### src/rtl/hazard_fwd_unit.sv
module hazard_fwd_unit #(
  parameter int REG_AW    = 5,
  parameter int STAGE_CYC = 2
) (
  input  logic              clk,
  input  logic              rst_n,
  input  logic              id_valid,
  input  logic [REG_AW-1:0] id_rs1,
  input  logic [REG_AW-1:0] id_rs2,
  input  logic [REG_AW-1:0] id_rd,
  input  logic              id_we,
  input  logic              id_load,
  input  logic              ex_br_taken,
  output logic              stage_end,
  output logic              fwd_a,
  output logic              fwd_b,
  output logic              bubble,
  output logic              replay,
  output logic              kill_mem,
  output logic              kill_wb
);

  localparam int PH_W = (STAGE_CYC > 2) ? $clog2(STAGE_CYC) : 1;
  localparam logic [PH_W-1:0] PH_LAST = PH_W'(STAGE_CYC - 1);

  typedef enum logic [1:0] {SL_EMPTY, SL_LIVE, SL_SQUASH, SL_BUBBLE} slot_t;

  logic [PH_W-1:0]   ph;
  slot_t             ex_kind, nx_kind;
  logic [REG_AW-1:0] ex_rd;
  logic              ex_we, ex_ld;
  logic              sq_left, bub_left;
  logic              prev_wr, hit_a, hit_b, br_take, squash_in, load_use;

  assign stage_end = (ph == PH_LAST);

  always_ff @(posedge clk) begin
    if (!rst_n)         ph <= '0;
    else if (stage_end) ph <= '0;
    else                ph <= ph + 1'b1;
  end

  assign prev_wr   = (ex_kind == SL_LIVE) && ex_we && (ex_rd != '0);
  assign hit_a     = id_valid && prev_wr && (id_rs1 == ex_rd);
  assign hit_b     = id_valid && prev_wr && (id_rs2 == ex_rd);
  assign br_take   = ex_br_taken && (ex_kind == SL_LIVE);
  assign squash_in = br_take || sq_left;
  assign load_use  = !squash_in && !bub_left && ex_ld && (hit_a || hit_b);

  always_comb begin
    if (squash_in)                 nx_kind = SL_SQUASH;
    else if (bub_left || load_use) nx_kind = SL_BUBBLE;
    else if (id_valid)             nx_kind = SL_LIVE;
    else                           nx_kind = SL_EMPTY;
  end

  assign bubble = (ex_kind == SL_BUBBLE);

  always_ff @(posedge clk) begin
    if (!rst_n) begin
      ex_kind  <= SL_EMPTY;
      ex_rd    <= '0;
      ex_we    <= 1'b0;
      ex_ld    <= 1'b0;
      sq_left  <= 1'b0;
      bub_left <= 1'b0;
      replay   <= 1'b0;
      fwd_a    <= 1'b0;
      fwd_b    <= 1'b0;
      kill_mem <= 1'b0;
      kill_wb  <= 1'b0;
    end else if (stage_end) begin
      ex_kind  <= nx_kind;
      ex_rd    <= id_rd;
      ex_we    <= id_we;
      ex_ld    <= id_load;
      sq_left  <= br_take;
      bub_left <= load_use;
      replay   <= load_use;
      fwd_a    <= (nx_kind == SL_LIVE) && hit_a && !ex_ld;
      fwd_b    <= (nx_kind == SL_LIVE) && hit_b && !ex_ld;
      kill_mem <= (ex_kind == SL_SQUASH) || (ex_kind == SL_BUBBLE);
      kill_wb  <= kill_mem;
    end
  end

endmodule

### config.mk
export PLATFORM = sky130hd
export DESIGN_NAME = hazard_fwd_unit
export DESIGN_NICKNAME = d
export VERILOG_FILES = /design/src/rtl/hazard_fwd_unit.sv
export SDC_FILE = /design/constraint.sdc
export NUM_CORES = 1
export LEC_CHECK = 0
export CAP_MARGIN = 10
export CORE_MARGIN = 2
export CORE_UTILIZATION = 50
export CTS_CLUSTER_SIZE = 20
export DETAILED_ROUTE_END_ITERATION = 12
export DONT_BUFFER_PORTS = 1
export RECOVER_POWER = 25
export SYNTH_ARGS = -nofsm -noshare
export SYNTH_HDL_FRONTEND = slang
export SYNTH_SLANG_ARGS = --single-unit
### constraint.sdc
create_clock -name clk -period 1.3 [get_ports clk]
set_input_delay 0.195 -clock clk [delete_from_list [all_inputs] [get_ports clk]]
set_output_delay 0.195 -clock clk [all_outputs]
set_load 0.02 [all_outputs]
# Word-level counts from Yosys, hierarchy flattened
# Cells that the tools add are included.
[op_classes]
n_addsub = 1
eq_ne = 6
mux = 3
bitwise_logic = 1
n_reduce_logical = 22
[op_table]
columns = ["op", "n"]
rows = [
  ["1-bit logical AND", 13],
  ["5-bit equality test", 2],
  ["5-bit nonzero test", 1],
  ["2-bit by 1-bit equality test with 1-bit output, second input constant", 2],
  ["2-bit equality test, second input constant", 2],
  ["1-bit logical OR", 4],
  ["2-bit 2-to-1 mux", 2],
  ["1-bit zero test", 3],
  ["2-bit OR reduction", 1],
  ["1-bit adder, second input constant", 1],
  ["1-bit 2-to-1 mux", 1],
  ["1-bit inverter", 1],
]
[word_totals]
reg_bits = 16
in_bits = 21
word_cells = 44

# Depth between registers and ports, before layout
[depth]
depth_word = 13
ltp_mapped = 5
depth_no_buf = 5

# Worst setup path after synthesis
# Ideal clock, no wire load.
[synth_timing]
path_type = "reg-to-reg"
start = "register ph (netlist: stage_end)"
end = "register ex_kind[0]"
arrival_time_ns = 1.104
required_ns = 1.184
path_slack_ns = 0.080
stages_incl_launch_ff = 5
n_path_buf = 2
path_cell_list = "dfxtp_1 > buf_2 > buf_2 > mux2i_1 > nor2b_1"
[synth_rtl]
columns = ["element", "line", "text"]
rows = [
  ["start, declared", "28", "logic [PH_W-1:0] ph;"],
  ["start signal, assigned", "40", "else ph <= ph + 1'b1;"],
  ["end signal, assigned", "73", "ex_kind <= nx_kind;"],
  ["end, declared", "29", "slot_t ex_kind, nx_kind;"],
]

# Worst setup path in the final report
[layout_timing]
start = "register ex_kind[1]"
end = "register replay"
[layout_between]
elab_chain_len = 7
[layout_rtl]
columns = ["element", "line", "text"]
rows = [
  ["2-bit by 1-bit equality test with 1-bit output (*)", "43, 46", ""],
  ["1-bit logical AND (on tied branches)", "46, 43", ""],
  ["1-bit logical OR / 1-bit logical AND (equally long branches)", "47, 43", ""],
  ["1-bit zero test / 1-bit logical AND (equally long branches)", "48, 44, 45", ""],
  ["1-bit logical AND (on tied branches)", "48, 44, 45", ""],
  ["1-bit logical AND / 1-bit logical OR (equally long branches)", "48", "assign load_use = !squash_in && !bub_left && ex_ld && (hit_a || hit_b);"],
  ["1-bit logical AND (*)", "48", ""],
  ["end signal, assigned", "79", "replay <= load_use;"],
  ["end, declared", "18", "output logic replay,"],
]
# Every way passes the cells marked *; elsewhere a longest branch is shown, timed or not.
# A chain may end at the register's enable or synchronous reset.

==> results summary <==
The count of antenna-violating nets left after detailed routing came out at 0. The CTS tree is built. The layer flagged by global routing as most heavily used is met2. The via count of the first global-routing pass came out at 559.

The fmax is 783.0 MHz. The run finished with clean final reports. The number of antenna diodes is 0. STA classifies the critical path startpoint as a register. The first global-routing pass estimated 2380 um of wire. The via count came out at 563.

For this run the aggregate overflow at the end of global routing stands at 0. The worst IR drop on VDD is 0.9043 mV. The I/O pin total is 28.

The die outline height came out at 43.20 um. Counting along the longest clock path gives a buffer depth of 2. Setup repair after global routing could not meet its margin everywhere. The final-report max-slew violation count is 0.

The number of max-cap violations came out at 0. The signal on the critical path passes through and3b_1, nor4b_4, nand4_1, a21oi_2, a21o_1. On the critical path the largest part of the delay comes from simple AND/OR/NAND/NOR gates. The worst setup path is captured at a register.

The cell with the largest stage delay on the worst path is sky130_fd_sc_hd__dfxtp_4. The final net count is 112. The power density over cell area is 1095 mW/mm2.

The starting utilization of the core area came out at 52.21%. Counting every net in the synthesized netlist gives 100. The total of flip-flops plus latches after synthesis is 16. The number of hold violations in the final report is 0. The count of routing violations after the opening detailed-route iteration came out at 1.

The static leakage came out at 0.0003612 uW. The data required time at the worst endpoint is 1.53 ns. The cell area after placement came out at 842.1 um2. The number of antenna violations at the first check in global routing is 0. Setup violations remaining at the end of the flow were counted as 0. The path type of the worst setup path is reg -> reg. The via-per-instance ratio is 5.311. The average routed wire per standard cell came out at 13.35 um. The maximum fanout along the worst path came out at 5.

The smallest clock period supported by the final layout is computed as 1.277 ns. The number of remaining DRC errors came out at 0. The final hold slack came out at 0.03768 ns. Measured against its own limit, the worst slew margin works out to 79.34%.

At the worst endpoint, the arrival time is 1.51 ns. Clock tree synthesis found a total of 16 sinks. The largest incremental delay on the critical path came out at 0.37 ns.

In the global route stage, overall resource usage came out at 17.63%. The clock-pin slew of the registers on the worst-case setup and hold paths came out at 0.09 ns. The count of mapped cells out of synthesis came out at 79. The number of clock buffers added by TritonCTS is 3. Summing internal, switching and leakage power gives 988.0 uW. In the post-synthesis netlist, the biggest area contributors are sky130_fd_sc_hd__dfxtp_1, sky130_fd_sc_hd__mux2i_1, sky130_fd_sc_hd__nor2b_1. The first-pass iteration count of the detailed router came out at 3.

At the pin with the least slew margin, the transition time is 0.3099 ns. After routing the design area is 902.1 um2. The class of the tightest hold or removal check is in -> reg. Input and output buffers added on the ports amount to 0. Of all cell types, the one taking the most synthesized area is sky130_fd_sc_hd__dfxtp_1. Hold repair after CTS inserted 0 buffers.

The total number of yosys warnings is 0. In this run the clock root is driven by a sky130_fd_sc_hd__clkbuf_4. Entering global routing, the biggest net connects 16 pins. The final clock skew is 0.0005669 ns.

The number of different library cells used by synthesis comes to 19. The buffering stage count on the worst path with inverters included came out at 0. The synthesis-to-finish area growth came out at 17.43%. The proportion of layout cells with a drive suffix above 1 came out at 23.33%.

The met1 usage came out at 21.78%. The setup TNS came out at 0 ns. The area share of the leading cell type in the synthesized netlist is 41.69%. Routability-driven placement finished with a final weighted congestion of 0.6671. The sequential fraction of the synthesis area is 41.69%. The share of the clock period used by the worst path is 98.24%. The total wire length after detailed routing is 1415 um.

Detailed placement ended at an HPWL of 1058 um. The placement row count came out at 14. The netlist area before placement is 768.2 um2. Clock latency on the worst-skew pair, taken at its later pin, is 0.28 ns. The core region is 0.001471 mm2. For this run, global-route usage on met2 was measured as 26.27%. The filler cells instantiated in the layout total 141. The width of the die came out at 43.20 um. The full die area is 0.001866 mm2. In this run the number of H-tree levels came out at 1. The average instance area after synthesis is 9.725 um2. The met3 track utilization from global routing came out at 5.532%.
-- flip-flops by register name, indices dropped and copies added, names as in the netlist --
register,count
kill_wb,1
ex_ld,1
sq_left,1
fwd_a,1
ex_rd,5
ex_we,1
ex_kind,2
kill_mem,1
replay,1
stage_end,1
fwd_b,1
-- worst register-to-register path, delay by kind of cell, from the launching register on --
kind / cells / cell delay (ns)
AOI/OAI and AO/OA: 2 / 0.23
DFF: 1 / 0.37
and+or+nand+nor: 3 / 0.63
-- Yosys cell counts (all sizes together) --
cell / instances
dfxtp: 16
nor2b: 12
mux2i: 11
xor2: 6
nand2: 4
nor3: 4
xnor2: 4
a21oi: 3
nand3: 3
nor2: 3
o21ai: 3
a21o: 2
buf: 2
and2: 1
and3b: 1
clkbuf: 1
nand4: 1
nand4b: 1
nor4b: 1
-- final timing paths --
| kind | slack, ns | to | cells past startpoint | startpoint |
|---|---|---|---|---|
| max | 0.02 | replay$_SDFFE_PN0P_ | 5 | ex_kind[1]$_SDFFE_PN0P_ |
| min | 0.04 | sq_left$_SDFFE_PN0P_ | 1 | rst_n |
| max reg2reg | 0.02 | replay$_SDFFE_PN0P_ | 5 | ex_kind[1]$_SDFFE_PN0P_ |
| min reg2reg | 0.53 | ex_we$_SDFFE_PN0P_ | 2 | ex_we$_SDFFE_PN0P_ |
-- metal layers --
layer  routed length [um]  part of all wire, %  vias to the layer above
met3                  127                  9.0                        4
li1                     -                    -                      291
met1                  649                   46                      246
met2                  611                   43                       22
met4                   26                  1.8                        0
met5                    0                    0                        -
-- where the power goes --
| group | leakage, uW | internal (uW) | switching [uW] |
|---|---|---|---|
| logic | 0.000208 | 75.4 | 59.6 |
| registers | 0.000132 | 511 | 21.0 |
| clock network | 0.0000210 | 170 | 150 |
| total | 0.000361 | 757 | 231 |
-- layout by cell type (no fill, tap or decap), types with 2 or more instances in the layout --
cell type | Yosys | layout
sky130_fd_sc_hd__nand3_1 | 3 | 2
sky130_fd_sc_hd__a21o_1 | 2 | 2
sky130_fd_sc_hd__o21ai_0 | 3 | 2
sky130_fd_sc_hd__buf_4 | 0 | 8
sky130_fd_sc_hd__xnor2_1 | 4 | 4
sky130_fd_sc_hd__clkbuf_4 | 0 | 3
sky130_fd_sc_hd__nor2_1 | 3 | 3
sky130_fd_sc_hd__nand2_1 | 4 | 4
sky130_fd_sc_hd__xor2_1 | 6 | 6
sky130_fd_sc_hd__dfxtp_1 | 16 | 14
sky130_fd_sc_hd__a21oi_2 | 0 | 2
sky130_fd_sc_hd__nor2b_1 | 12 | 12
sky130_fd_sc_hd__mux2i_1 | 11 | 11
sky130_fd_sc_hd__nor3_1 | 4 | 3
-- metrics by stage --
step / instances / utilization (%) / setup slack (ns)
5_1_grt: 106 / 61.31 / -0.06960
6_report: 106 / 61.31 / 0.02282
3_5_place_dp: 101 / 57.23 / -0.01489
4_1_cts: 105 / 60.03 / 0.01254
2_1_floorplan: 79 / - / 0.08026
3_3_place_gp: 101 / 57.23 / -0.03995
-- cell type report --
class / instances / area [um2] / share of cell area [%]
Clock buffer: 4 / 36.28 / 4.022
Multi-Input combinational cell: 60 / 451.7 / 50.07
Sequential cell: 16 / 325.3 / 36.06
Tap cell: 16 / 20.02 / 2.219
Timing Repair Buffer: 10 / 68.82 / 7.628
-- logic make-up (layout without fill, tap and decap cells) --
| family | Yosys count | count (layout) | synth area share (%) |
|---|---|---|---|
| multiplexers | 11 | 11 | 14.33 |
| AND/OR/NAND/NOR | 31 | 31 | 24.92 |
| AO/OA/AOI/OAI | 8 | 8 | 5.861 |
| flip-flops | 16 | 16 | 41.69 |
| XOR/XNOR | 10 | 10 | 11.40 |
| buffers and inverters | 3 | 14 | 1.791 |
-- what timing repair did --
action | 4_1_cts | 5_1_grt
setup buffers | 0 | 1
pin swaps | 0 | 5
setup endpoints to repair | 1 | 4
gates resized for setup | 2 | 6
Power figures use the tool's default switching activity.
